## config.mk

```make
export PLATFORM = sky130hd
export DESIGN_NAME = i2ct_target
export DESIGN_NICKNAME = d
export VERILOG_FILES = /design/src/rtl/i2ct_pkg.sv /design/src/rtl/i2ct_pin_sync.sv /design/src/rtl/i2ct_link.sv /design/src/rtl/i2ct_rx_file.sv /design/src/rtl/i2ct_tx_file.sv /design/src/rtl/i2ct_target.sv
export SDC_FILE = /design/constraint.sdc
export NUM_CORES = 2
export LEC_CHECK = 0
export ABC_AREA = 0
export BUFFER_PORTS_ARGS = -buffer_cell sky130_fd_sc_hd__buf_4
export CORE_MARGIN = 8
export CORE_UTILIZATION = 43
export DETAILED_ROUTE_END_ITERATION = 16
export PLACE_DENSITY = 0.55
export SLEW_MARGIN = 10
export SYNTH_ARGS = -nofsm -noshare
export SYNTH_HDL_FRONTEND = slang
export SYNTH_SLANG_ARGS = --single-unit
```

## constraint.sdc

```tcl
create_clock -name clk -period 2.5 [get_ports clk]
set_input_delay 0.125 -clock clk [delete_from_list [all_inputs] [get_ports clk]]
set_output_delay 0.125 -clock clk [all_outputs]
set_load 0.01 [all_outputs]
```

## src/rtl/i2ct_pkg.sv

```systemverilog
package i2ct_pkg;

  typedef enum logic [2:0] {
    LK_IDLE,
    LK_ADDR,
    LK_ACK_A,
    LK_WR,
    LK_ACK_W,
    LK_RD,
    LK_RD_ACK
  } link_state_t;

  // lane of a byte pointer inside a 32-bit word
  function automatic logic [1:0] lane_of(input logic [1:0] ptr_lo);
    return ptr_lo;
  endfunction

  // replace one byte lane of a word (little-endian lanes)
  function automatic logic [31:0] put_lane(input logic [31:0] w,
                                           input logic [1:0] lane,
                                           input logic [7:0] b);
    logic [31:0] r;
    r = w;
    r[8*lane +: 8] = b;
    return r;
  endfunction

  // extract one byte lane of a word
  function automatic logic [7:0] get_lane(input logic [31:0] w,
                                          input logic [1:0] lane);
    return w[8*lane +: 8];
  endfunction

endpackage

```

## src/rtl/i2ct_pin_sync.sv

```systemverilog
module i2ct_pin_sync #(
  parameter int STAGES = 2
) (
  input  logic clk,
  input  logic rst_n,
  input  logic scl_i,
  input  logic sda_i,
  output logic scl_lvl,
  output logic sda_lvl,
  output logic scl_rise,
  output logic scl_fall,
  output logic start_ev,
  output logic stop_ev
);
  logic [STAGES-1:0] scl_pipe, sda_pipe;
  logic scl_prev, sda_prev;

  generate
    for (genvar g = 0; g < STAGES; g++) begin : g_stage
      always_ff @(posedge clk or negedge rst_n) begin
        if (!rst_n) begin
          scl_pipe[g] <= 1'b1;
          sda_pipe[g] <= 1'b1;
        end else if (g == 0) begin
          scl_pipe[g] <= scl_i;
          sda_pipe[g] <= sda_i;
        end else begin
          scl_pipe[g] <= scl_pipe[(g == 0) ? 0 : g-1];
          sda_pipe[g] <= sda_pipe[(g == 0) ? 0 : g-1];
        end
      end
    end
  endgenerate

  always_ff @(posedge clk or negedge rst_n) begin
    if (!rst_n) begin
      scl_prev <= 1'b1;
      sda_prev <= 1'b1;
    end else begin
      scl_prev <= scl_lvl;
      sda_prev <= sda_lvl;
    end
  end

  assign scl_lvl  = scl_pipe[STAGES-1];
  assign sda_lvl  = sda_pipe[STAGES-1];
  assign scl_rise = scl_lvl & ~scl_prev;
  assign scl_fall = ~scl_lvl & scl_prev;
  assign start_ev = scl_lvl & scl_prev & sda_prev & ~sda_lvl;
  assign stop_ev  = scl_lvl & scl_prev & ~sda_prev & sda_lvl;
endmodule

```

## src/rtl/i2ct_link.sv

```systemverilog
module i2ct_link
  import i2ct_pkg::*;
#(
  parameter logic [6:0] TARGET_ADDR = 7'h50
) (
  input  logic       clk,
  input  logic       rst_n,
  input  logic       sda_lvl,
  input  logic       scl_rise,
  input  logic       scl_fall,
  input  logic       start_ev,
  input  logic       stop_ev,
  input  logic [7:0] tx_cur_byte,
  output logic       sda_oe,
  output logic       rx_we,
  output logic [7:0] rx_byte,
  output logic       tx_adv,
  output logic       tx_bit_adv,
  output logic       wr_end,
  output logic       in_write
);
  link_state_t state;
  logic [7:0]  shreg;
  logic [2:0]  cnt;
  logic        byte_done;
  logic        rw;
  logic        nack;
  logic        bus_ev;

  assign bus_ev     = start_ev | stop_ev;
  assign wr_end     = bus_ev & in_write;
  assign rx_we      = (state == LK_WR) & scl_fall & byte_done & ~bus_ev;
  assign rx_byte    = shreg;
  assign tx_bit_adv = (state == LK_RD) & scl_fall & ~bus_ev;
  assign tx_adv     = tx_bit_adv & (cnt == 3'd7);

  always_ff @(posedge clk or negedge rst_n) begin
    if (!rst_n) begin
      state     <= LK_IDLE;
      shreg     <= '0;
      cnt       <= '0;
      byte_done <= 1'b0;
      rw        <= 1'b0;
      nack      <= 1'b0;
      sda_oe    <= 1'b0;
      in_write  <= 1'b0;
    end else if (start_ev) begin
      state     <= LK_ADDR;
      cnt       <= '0;
      byte_done <= 1'b0;
      sda_oe    <= 1'b0;
      in_write  <= 1'b0;
    end else if (stop_ev) begin
      state    <= LK_IDLE;
      sda_oe   <= 1'b0;
      in_write <= 1'b0;
    end else begin
      case (state)
        LK_ADDR, LK_WR: begin
          if (scl_rise) begin
            shreg <= {shreg[6:0], sda_lvl};
            cnt   <= cnt + 3'd1;
            if (cnt == 3'd7) byte_done <= 1'b1;
          end else if (scl_fall && byte_done) begin
            byte_done <= 1'b0;
            if (state == LK_WR) begin
              sda_oe <= 1'b1;
              state  <= LK_ACK_W;
            end else if (shreg[7:1] == TARGET_ADDR) begin
              sda_oe <= 1'b1;
              rw     <= shreg[0];
              state  <= LK_ACK_A;
            end else begin
              state <= LK_IDLE;
            end
          end
        end
        LK_ACK_A: begin
          if (scl_fall) begin
            cnt <= '0;
            if (rw) begin
              shreg  <= tx_cur_byte;
              sda_oe <= ~tx_cur_byte[7];
              state  <= LK_RD;
            end else begin
              sda_oe   <= 1'b0;
              in_write <= 1'b1;
              state    <= LK_WR;
            end
          end
        end
        LK_ACK_W: begin
          if (scl_fall) begin
            sda_oe <= 1'b0;
            cnt    <= '0;
            state  <= LK_WR;
          end
        end
        LK_RD: begin
          if (scl_fall) begin
            cnt <= cnt + 3'd1;
            if (cnt == 3'd7) begin
              sda_oe <= 1'b0;
              state  <= LK_RD_ACK;
            end else begin
              shreg  <= {shreg[6:0], 1'b0};
              sda_oe <= ~shreg[6];
            end
          end
        end
        LK_RD_ACK: begin
          if (scl_rise) begin
            nack <= sda_lvl;
          end else if (scl_fall) begin
            if (nack) begin
              state <= LK_IDLE;
            end else begin
              shreg  <= tx_cur_byte;
              sda_oe <= ~tx_cur_byte[7];
              cnt    <= '0;
              state  <= LK_RD;
            end
          end
        end
        default: ;
      endcase
    end
  end
endmodule

```

## src/rtl/i2ct_rx_file.sv

```systemverilog
module i2ct_rx_file
  import i2ct_pkg::*;
#(
  parameter int FILE_BYTES = 64
) (
  input  logic                               clk,
  input  logic                               rst_n,
  input  logic                               we,
  input  logic [7:0]                         byte_in,
  input  logic [$clog2(FILE_BYTES/4)-1:0]    rd_idx,
  output logic [31:0]                        rd_word,
  output logic [$clog2(FILE_BYTES)-1:0]      wr_ptr
);
  localparam int WORDS  = FILE_BYTES / 4;
  localparam int PTR_W  = $clog2(FILE_BYTES);
  localparam int WIDX_W = $clog2(WORDS);

  logic [31:0] mem [WORDS];
  logic [WIDX_W-1:0] wsel;

  assign wsel = wr_ptr[PTR_W-1:2];

  generate
    for (genvar g = 0; g < WORDS; g++) begin : g_word
      always_ff @(posedge clk or negedge rst_n) begin
        if (!rst_n)
          mem[g] <= '0;
        else if (we && wsel == WIDX_W'(g))
          mem[g] <= put_lane(mem[g], lane_of(wr_ptr[1:0]), byte_in);
      end
    end
  endgenerate

  always_ff @(posedge clk or negedge rst_n) begin
    if (!rst_n)  wr_ptr <= '0;
    else if (we) wr_ptr <= wr_ptr + PTR_W'(1);
  end

  assign rd_word = mem[rd_idx];
endmodule

```

## src/rtl/i2ct_tx_file.sv

```systemverilog
module i2ct_tx_file
  import i2ct_pkg::*;
#(
  parameter int FILE_BYTES = 64
) (
  input  logic                            clk,
  input  logic                            rst_n,
  input  logic                            post_valid,
  input  logic [7:0]                      post_byte,
  input  logic                            byte_adv,
  input  logic                            bit_adv,
  output logic [7:0]                      cur_byte,
  output logic [$clog2(FILE_BYTES)+2:0]   bit_pos
);
  localparam int WORDS  = FILE_BYTES / 4;
  localparam int PTR_W  = $clog2(FILE_BYTES);
  localparam int WIDX_W = $clog2(WORDS);

  logic [31:0]      mem [WORDS];
  logic [PTR_W-1:0] post_ptr, rd_ptr;
  logic [WIDX_W-1:0] psel;

  assign psel = post_ptr[PTR_W-1:2];

  generate
    for (genvar g = 0; g < WORDS; g++) begin : g_word
      always_ff @(posedge clk or negedge rst_n) begin
        if (!rst_n)
          mem[g] <= '0;
        else if (post_valid && psel == WIDX_W'(g))
          mem[g] <= put_lane(mem[g], lane_of(post_ptr[1:0]), post_byte);
      end
    end
  endgenerate

  always_ff @(posedge clk or negedge rst_n) begin
    if (!rst_n) begin
      post_ptr <= '0;
      rd_ptr   <= '0;
      bit_pos  <= '0;
    end else begin
      if (post_valid) post_ptr <= post_ptr + PTR_W'(1);
      if (byte_adv)   rd_ptr   <= rd_ptr + PTR_W'(1);
      if (bit_adv)    bit_pos  <= bit_pos + (PTR_W+3)'(1);
    end
  end

  assign cur_byte = get_lane(mem[rd_ptr[PTR_W-1:2]], lane_of(rd_ptr[1:0]));
endmodule

```

## src/rtl/i2ct_target.sv

```systemverilog
module i2ct_target
  import i2ct_pkg::*;
#(
  parameter logic [6:0] TARGET_ADDR = 7'h50,
  parameter int         FILE_BYTES  = 64,
  parameter int         SYNC_STAGES = 2
) (
  input  logic        clk,
  input  logic        rst_n,
  input  logic        scl_i,
  input  logic        sda_i,
  output logic        sda_oe,
  input  logic [3:0]  rx_word_idx,
  output logic [31:0] rx_word_data,
  output logic [5:0]  rx_wr_ptr,
  input  logic        tx_post_valid,
  input  logic [7:0]  tx_post_byte,
  output logic [8:0]  tx_bit_pos,
  output logic        irq_wr_done,
  input  logic        irq_clear
);
  localparam int PTR_W = $clog2(FILE_BYTES);

  logic scl_lvl, sda_lvl, scl_rise, scl_fall, start_ev, stop_ev;
  logic rx_we, tx_adv, tx_bit_adv, wr_end, in_write;
  logic [7:0] rx_byte, tx_cur_byte;

  i2ct_pin_sync #(.STAGES(SYNC_STAGES)) u_sync (
    .clk(clk), .rst_n(rst_n), .scl_i(scl_i), .sda_i(sda_i),
    .scl_lvl(scl_lvl), .sda_lvl(sda_lvl), .scl_rise(scl_rise),
    .scl_fall(scl_fall), .start_ev(start_ev), .stop_ev(stop_ev)
  );

  i2ct_link #(.TARGET_ADDR(TARGET_ADDR)) u_link (
    .clk(clk), .rst_n(rst_n), .sda_lvl(sda_lvl), .scl_rise(scl_rise),
    .scl_fall(scl_fall), .start_ev(start_ev), .stop_ev(stop_ev),
    .tx_cur_byte(tx_cur_byte), .sda_oe(sda_oe), .rx_we(rx_we),
    .rx_byte(rx_byte), .tx_adv(tx_adv), .tx_bit_adv(tx_bit_adv),
    .wr_end(wr_end), .in_write(in_write)
  );

  i2ct_rx_file #(.FILE_BYTES(FILE_BYTES)) u_rx (
    .clk(clk), .rst_n(rst_n), .we(rx_we), .byte_in(rx_byte),
    .rd_idx(rx_word_idx), .rd_word(rx_word_data), .wr_ptr(rx_wr_ptr)
  );

  i2ct_tx_file #(.FILE_BYTES(FILE_BYTES)) u_tx (
    .clk(clk), .rst_n(rst_n), .post_valid(tx_post_valid),
    .post_byte(tx_post_byte), .byte_adv(tx_adv), .bit_adv(tx_bit_adv),
    .cur_byte(tx_cur_byte), .bit_pos(tx_bit_pos)
  );

  // sticky interrupt: a set on the same edge overrides the clear
  always_ff @(posedge clk or negedge rst_n) begin
    if (!rst_n)         irq_wr_done <= 1'b0;
    else if (wr_end)    irq_wr_done <= 1'b1;
    else if (irq_clear) irq_wr_done <= 1'b0;
  end
endmodule

```

# == Word-level counts from Yosys, hierarchy flattened ==
# Cells that the tools add are included.
# word_totals
register_bits,1077
latch_bits,0
mem_bits_rw,0
mem_bits_ro,0
input_bits,18
output_inout_bits,49
n_memories,0
# op_classes
addsub,7
n_mul,0
div_mod_pow,0
n_lt_le_gt_ge,2
eq_ne,65
n_shift,5
mux,99
bitwise_logic,28
reduce_logical,53
# ops
op,count
bitwise mux 32 bit,32
binary-select mux 32 bit (select 4 bit),2
2-to-1 mux 32 bit,4
negation 5 -> 34 bit,2
variable shift 8 x 34 -> 32 bit (first input constant),2
variable part select 8 x 34 -> 32 bit,2
== test 4 bit (second input constant),16
2-to-1 mux 8 bit,8
2-to-1 mux 3 bit,21
logical AND 1 bit,33
== test 4 x 3 -> 1 bit (second input constant),8
one-hot mux 8 bit (4 select lines),1
variable part select 32 x 6 -> 8 bit,1
2-to-1 mux 1 bit,27
!= test 4 x 1 -> 1 bit (second input constant),5
adder 6 x 1 -> 6 bit (second input constant),3
== test 4 x 2 -> 1 bit (second input constant),4
!= test 4 x 2 -> 1 bit (second input constant),4
!= test 3 x 1 -> 1 bit (second input constant),5
one-hot mux 3 bit (5 select lines),1
bitwise AND 1 bit,14
== test 3 bit (second input constant),4
one-hot mux 3 bit (4 select lines),1
inverter 1 bit,11
other kinds (29),48

# == Depth between registers and ports, before layout ==
# depth
ltp_word,12
mapped_depth,9

# == Hierarchy ==
# A second synthesis with hierarchy kept.
# unflattened
hier_cells,3774
area_unflattened_um2,48197.5
# by_module_without_submodules
mod,n_inst,cells_each,area_each_um2,seq_area_each_um2
i2ct_rx_file,1,1518,23369.9,12962.4
i2ct_tx_file,1,2111,23297.3,13337.8
i2ct_link,1,132,1303.8,475.5
i2ct_pin_sync,1,10,190.2,157.7
i2ct_target,1,3,36.3,25.0

# == Least setup slack after synthesis ==
# Ideal clock, no wire load.
# synth_timing
kind,reg-to-reg
start,reg u_link.shreg[6] (netlist: u_link.rx_byte[6])
end,reg u_link.sda_oe
setup_time_ps,122
arrival_time_ps,2123
path_slack_ps,256
stages_incl_launch_ff,7
path_buffers,1
period_less_slack_ps,2244
cell_sequence,dfrtp_1 > buf_2 > or4b_1 > or4_4 > a211oi_2 > mux2_1 > a32o_1
# synth_via
elab_chain_cells,6
word_cells_on_any_way,9
classes_between,eq/ne (2); mux (5); bitwise (1); reduce/logical (1)
# synth_lines
element,line_no,rtl
"start, declared",i2ct_link.sv:23,logic [7:0] shreg;
"start signal, assigned",i2ct_link.sv:61,"shreg <= {shreg[6:0], sda_lvl};"
"start signal, assigned",i2ct_link.sv:82,shreg <= tx_cur_byte;
"start signal, assigned",i2ct_link.sv:106,"shreg <= {shreg[6:0], 1'b0};"
inverter 1 bit,i2ct_link.sv:107,sda_oe <= ~shreg[6];
2-to-1 mux 1 bit,i2ct_link.sv:102,if (cnt == 3'd7) begin
2-to-1 mux 1 bit,i2ct_link.sv:100,if (scl_fall) begin
one-hot mux 1 bit (5 select lines),i2ct_link.sv:58,case (state)
2-to-1 mux 1 bit,i2ct_link.sv:53,end else if (stop_ev) begin
2-to-1 mux 1 bit,i2ct_link.sv:47,end else if (start_ev) begin
"end signal, assigned",i2ct_link.sv:83,sda_oe <= ~tx_cur_byte[7];
"end signal, assigned",i2ct_link.sv:107,
"end signal, assigned",i2ct_link.sv:119,sda_oe <= ~tx_cur_byte[7];
"end, declared",i2ct_link.sv:14,"output logic sda_oe,"
# Parallel ways exist; a longest one is shown, timed or not. The select of a mux whose other input is x is not followed.
# A chain may end at the register's enable or synchronous reset.

# == Worst setup path after layout ==
# layout_timing
start,reg u_tx.rd_ptr[4]
end,reg u_link.shreg[7] (netlist: u_link.rx_byte[7])
# layout_via
elab_chain_cells,9
word_cells_on_any_way,11
classes_between,shift (1); mux (9); bitwise (1)
# layout_lines
element,line_no,rtl
"start, declared",i2ct_tx_file.sv:20,"logic [PTR_W-1:0] post_ptr, rd_ptr;"
"start signal, assigned",i2ct_tx_file.sv:43,if (byte_adv) rd_ptr <= rd_ptr + PTR_W'(1);
inverter 4 -> 5 bit (implied by the code) *,i2ct_tx_file.sv:48,"assign cur_byte = get_lane(mem[rd_ptr[PTR_W-1:2]], lane_of(rd_ptr[1:0]));"
binary-select mux 32 bit (select 4 bit) *,i2ct_tx_file.sv:48,
2-to-1 mux 32 bit (implied by the code) * (2 in a row),i2ct_tx_file.sv:48,
variable part select 32 x 6 -> 8 bit *,i2ct_pkg.sv:31,return w[8*lane +: 8];
2-to-1 mux 8 bit,i2ct_link.sv:115,if (nack) begin
2-to-1 mux 8 bit,i2ct_link.sv:114,end else if (scl_fall) begin
2-to-1 mux 8 bit,i2ct_link.sv:112,if (scl_rise) begin
one-hot mux 8 bit (4 select lines) *,i2ct_link.sv:58,
"end signal, assigned",i2ct_link.sv:61,
"end signal, assigned",i2ct_link.sv:106,
"end signal, assigned",i2ct_link.sv:118,shreg <= tx_cur_byte;
# Every way passes the cells marked *; elsewhere a longest branch is shown, timed or not. The select of a mux whose other input is x is not followed.

==> results.json <==
{
  "outcome": "finished clean",
  "clock_latency_ps": 720,
  "ios": 67,
  "drtIter0Drc": 2302,
  "dp_hpwl_microns": 86600,
  "timing.fmax_ghz": 0.402,
  "totalWireLength_microns": 131000,
  "fp.dieW_microns": 347,
  "synthCells": 4057,
  "dpl_cell_area_sq_mm": 0.0507,
  "end_kind": "flop",
  "reg2reg_to": "u_link.rx_byte[7]$_DFFE_PN0P_",
  "core_sq_mm": 0.109,
  "synth_top_area_share": 0.568,
  "cts_buffers": 116,
  "grt_usage": 0.217,
  "final_common_cell": "dfrtp_1",
  "drc": 0,
  "cts_buffer_depth": 3,
  "cp-start-kind": "flop",
  "slew_headroom": 0.517,
  "rrSetupSlack_ps": 10,
  "finalMaxSlewViolations": 0,
  "reg2reg_depth": 7,
  "worstPathArrival_ps": 3070,
  "clkSinkCount": 1077,
  "synth_edf_count": 0,
  "grt_antenna_before_repair": 2,
  "critPathKind": "flop to flop",
  "synth-seq-cells": 1077,
  "drv_cap": 0,
  "yosysUniqueCellTypes": 56,
  "crit_path_end": "u_link.rx_byte[7]$_DFFE_PN0P_",
  "via_per_inst": 5.62,
  "synth_top_flop_cell": "dfrtp_1",
  "async_flop_share": 1.00,
  "yosysSeqAreaShare": 0.571,
  "power.density_mw_per_mm2": 797,
  "num_rows": 121,
  "dieArea_sq_mm": 0.121,
  "fin_crit_ps": 2490,
  "final.period_utilization": 0.996,
  "stdcell_area_sq_mm": 0.0551,
  "antenna_left": 0,
  "root_buffer": "clkbuf_16",
  "synth_area_sq_mm": 0.0472,
  "drive_above_1_share": 0.220,
  "r2r_start": "u_tx.rd_ptr[4]$_DFFE_PN0P_",
  "place_congestion": 0.825,
  "vias": 32203,
  "finalNetCount": 4252,
  "synth_top_cell_by_area": "dfrtp_1",
  "layout-area-overhead-vs-synth_pct": 16.7,
  "clkSlewWorstSetupHoldPaths_ps": 60,
  "cts-htree-levels": 3,
  "rsz0062_at_grt": "yes",
  "die_y_microns": 347,
  "avgSynthCellArea_sq_um": 11.6,
  "p_leak_nw": 24.0,
  "required_ps": 3080,
  "grt_max_degree": 81,
  "hold_viol_final": 0,
  "start_util": 0.434,
  "grt_pass1_wl_microns": 206000,
  "port_buffers": 66,
  "synthesis.nets": 4087,
  "final_cell_mix": "1069 x dfrtp_1, 958 x nand2_1, 791 x o21ai_0, 307 x buf_4, 288 x mux4_2",
  "cts_tree": "built",
  "grt-ovfl-total": 0,
  "finClkSkew_ps": 25.2,
  "ir_drop_v": 0.000579,
  "grt_pass1_vias": 33270,
  "fillCellCount": 9638,
  "wl_per_cell_microns": 22.8,
  "setup-tns-final_ps": 0,
  "path_max_fanout": 34,
  "synth_area_leaders": "dfrtp_1 57%, mux4_2 14%, o21ai_0 8.4%",
  "finalSetupViolCount": 0,
  "dr.pass1.iters": 5,
  "min_path_type": "primary input to flop",
  "crit_start": "u_tx.rd_ptr[4]$_DFFE_PN0P_",
  "yosys_warnings": 0,
  "worstMarginPinSlew_ps": 724
}
worst max-delay path, cell delays in order, from the launching register on:
cell and delay [ps]:
dfrtp_4 630, buf_12 260, mux4_2 340, a22oi_2 310, a21oi_1 180, nor4_2 340
buf_4 170, o221ai_1 80
Yosys cell counts, types with 5 or more instances:
master and instances:
nand3b_1 5, and4_1 10, nand2b_1 12, nand3_1 10
nor3b_1 6, buf_2 48, o21ai_0 791, xor2_1 9
ha_1 12, nor2_1 39, xnor2_1 16, a22o_1 198
a31oi_1 7, and2_1 25, dfrtp_1 1071, buf_1 9
dfstp_2 6, buf_6 10, a21oi_1 37, nor3_1 9
clkbuf_1 259, nand4_1 34, mux2_2 50, o41ai_2 6
mux4_2 288, nor2b_1 13, nand2_1 961, a22oi_1 61
inv_1 8
layout make-up:
class,instances,area [sq um],area share
flip-flops and latches,1077,27000,0.489
multi-input cells,2640,19000,0.344
repair buffers,377,3480,0.0632
clock buffers,160,3300,0.0599
well taps,1414,1770,0.0321
clock inverters,47,597,0.0108
inverters,10,37.5,0.000681
diodes,1,2.50,0.0000454
report_power, final:
group | switching (mW) | internal [mW]
registers | 1.08 | 19.0
logic | 3.94 | 2.38
clock network | 7.16 | 10.3
total | 12.2 | 31.7
worst min path at each step:
stage,slack [ps],endpoint,cells past startpoint,start
final,110,u_sync.sda_pipe[0]$_DFF_PN1_,2,sda_i
after global routing,90,u_sync.sda_pipe[0]$_DFF_PN1_,2,sda_i
after CTS,70,u_sync.scl_pipe[0]$_DFF_PN1_,2,scl_i
after detailed placement,100,u_rx.mem[457]$_DFFE_PN0P_,1,rst_n
after global placement,110,u_rx.mem[489]$_DFFE_PN0P_,1,rst_n
after floorplan,-170,irq_wr_done$_DFFE_PN0P_,0,rst_n
cells by family after synthesis:
kind of cell	count (synthesis)	share of synthesized area
xor gates and xnor gates	25	0.00464
AOI/OAI and AO/OA	1121	0.141
and+or+nand+nor	1143	0.0999
buffers and inverters	340	0.0302
DFF	1077	0.571
muxes	339	0.150
adders and majority gates	12	0.00318
sequential cells by signal, summed over array words and instances, names as in the netlist:
| name | cells |
|---|---|
| u_link.state | 3 |
| u_link.in_write | 1 |
| u_link.rw | 1 |
| u_tx.mem | 512 |
| u_tx.bit_pos | 9 |
| irq_wr_done | 1 |
| u_sync.sda_lvl | 1 |
| u_sync.sda_pipe | 1 |
| u_link.sda_oe | 1 |
| u_sync.scl_prev | 1 |
| u_link.cnt | 3 |
| u_link.nack | 1 |
| u_sync.scl_lvl | 1 |
| u_tx.post_ptr | 6 |
| u_link.rx_byte | 8 |
| u_link.byte_done | 1 |
| u_sync.sda_prev | 1 |
| u_rx.mem | 512 |
| u_tx.rd_ptr | 6 |
| u_rx.wr_ptr | 6 |
| u_sync.scl_pipe | 1 |
layer usage:
| metal | track usage | up-vias | share of wire |
|---|---|---|---|
| met5 | 0 | - | 0 |
| met4 | 0.0675 | 0 | 0.031 |
| met3 | 0.0292 | 217 | 0.044 |
| met2 | 0.354 | 768 | 0.48 |
| met1 | 0.302 | 16357 | 0.45 |
| li1 | - | 14861 | - |
metrics by stage:
step / worst slack, ps / util / power [mW] / std cells / hold slack [ps]
after floorplan: 256 / - / 23.6 / 4057 / -171
final: 10.0 / 0.506 / 43.9 / 5726 / 106
after global routing: -21.9 / 0.506 / 45.8 / 5725 / 92.7
after CTS: -19.9 / 0.503 / 44.3 / 5709 / 65.3
after detailed placement: -84.8 / 0.466 / 26.7 / 5487 / 103
after global placement: -119 / 0.466 / 26.6 / 5487 / 105
what timing repair did:
| item | in CTS | in global routing |
|---|---|---|
| gates resized for setup | 12 | 29 |
| hold buffers | 14 | 0 |
| setup buffers | 1 | 14 |
| gates cloned | 0 | 2 |
| endpoints found under the hold margin | 792 | 0 |
| pin swaps | 1 | 7 |
| setup endpoints to repair | 14 | 13 |
Note: power is estimated with default switching activity, not from simulation.
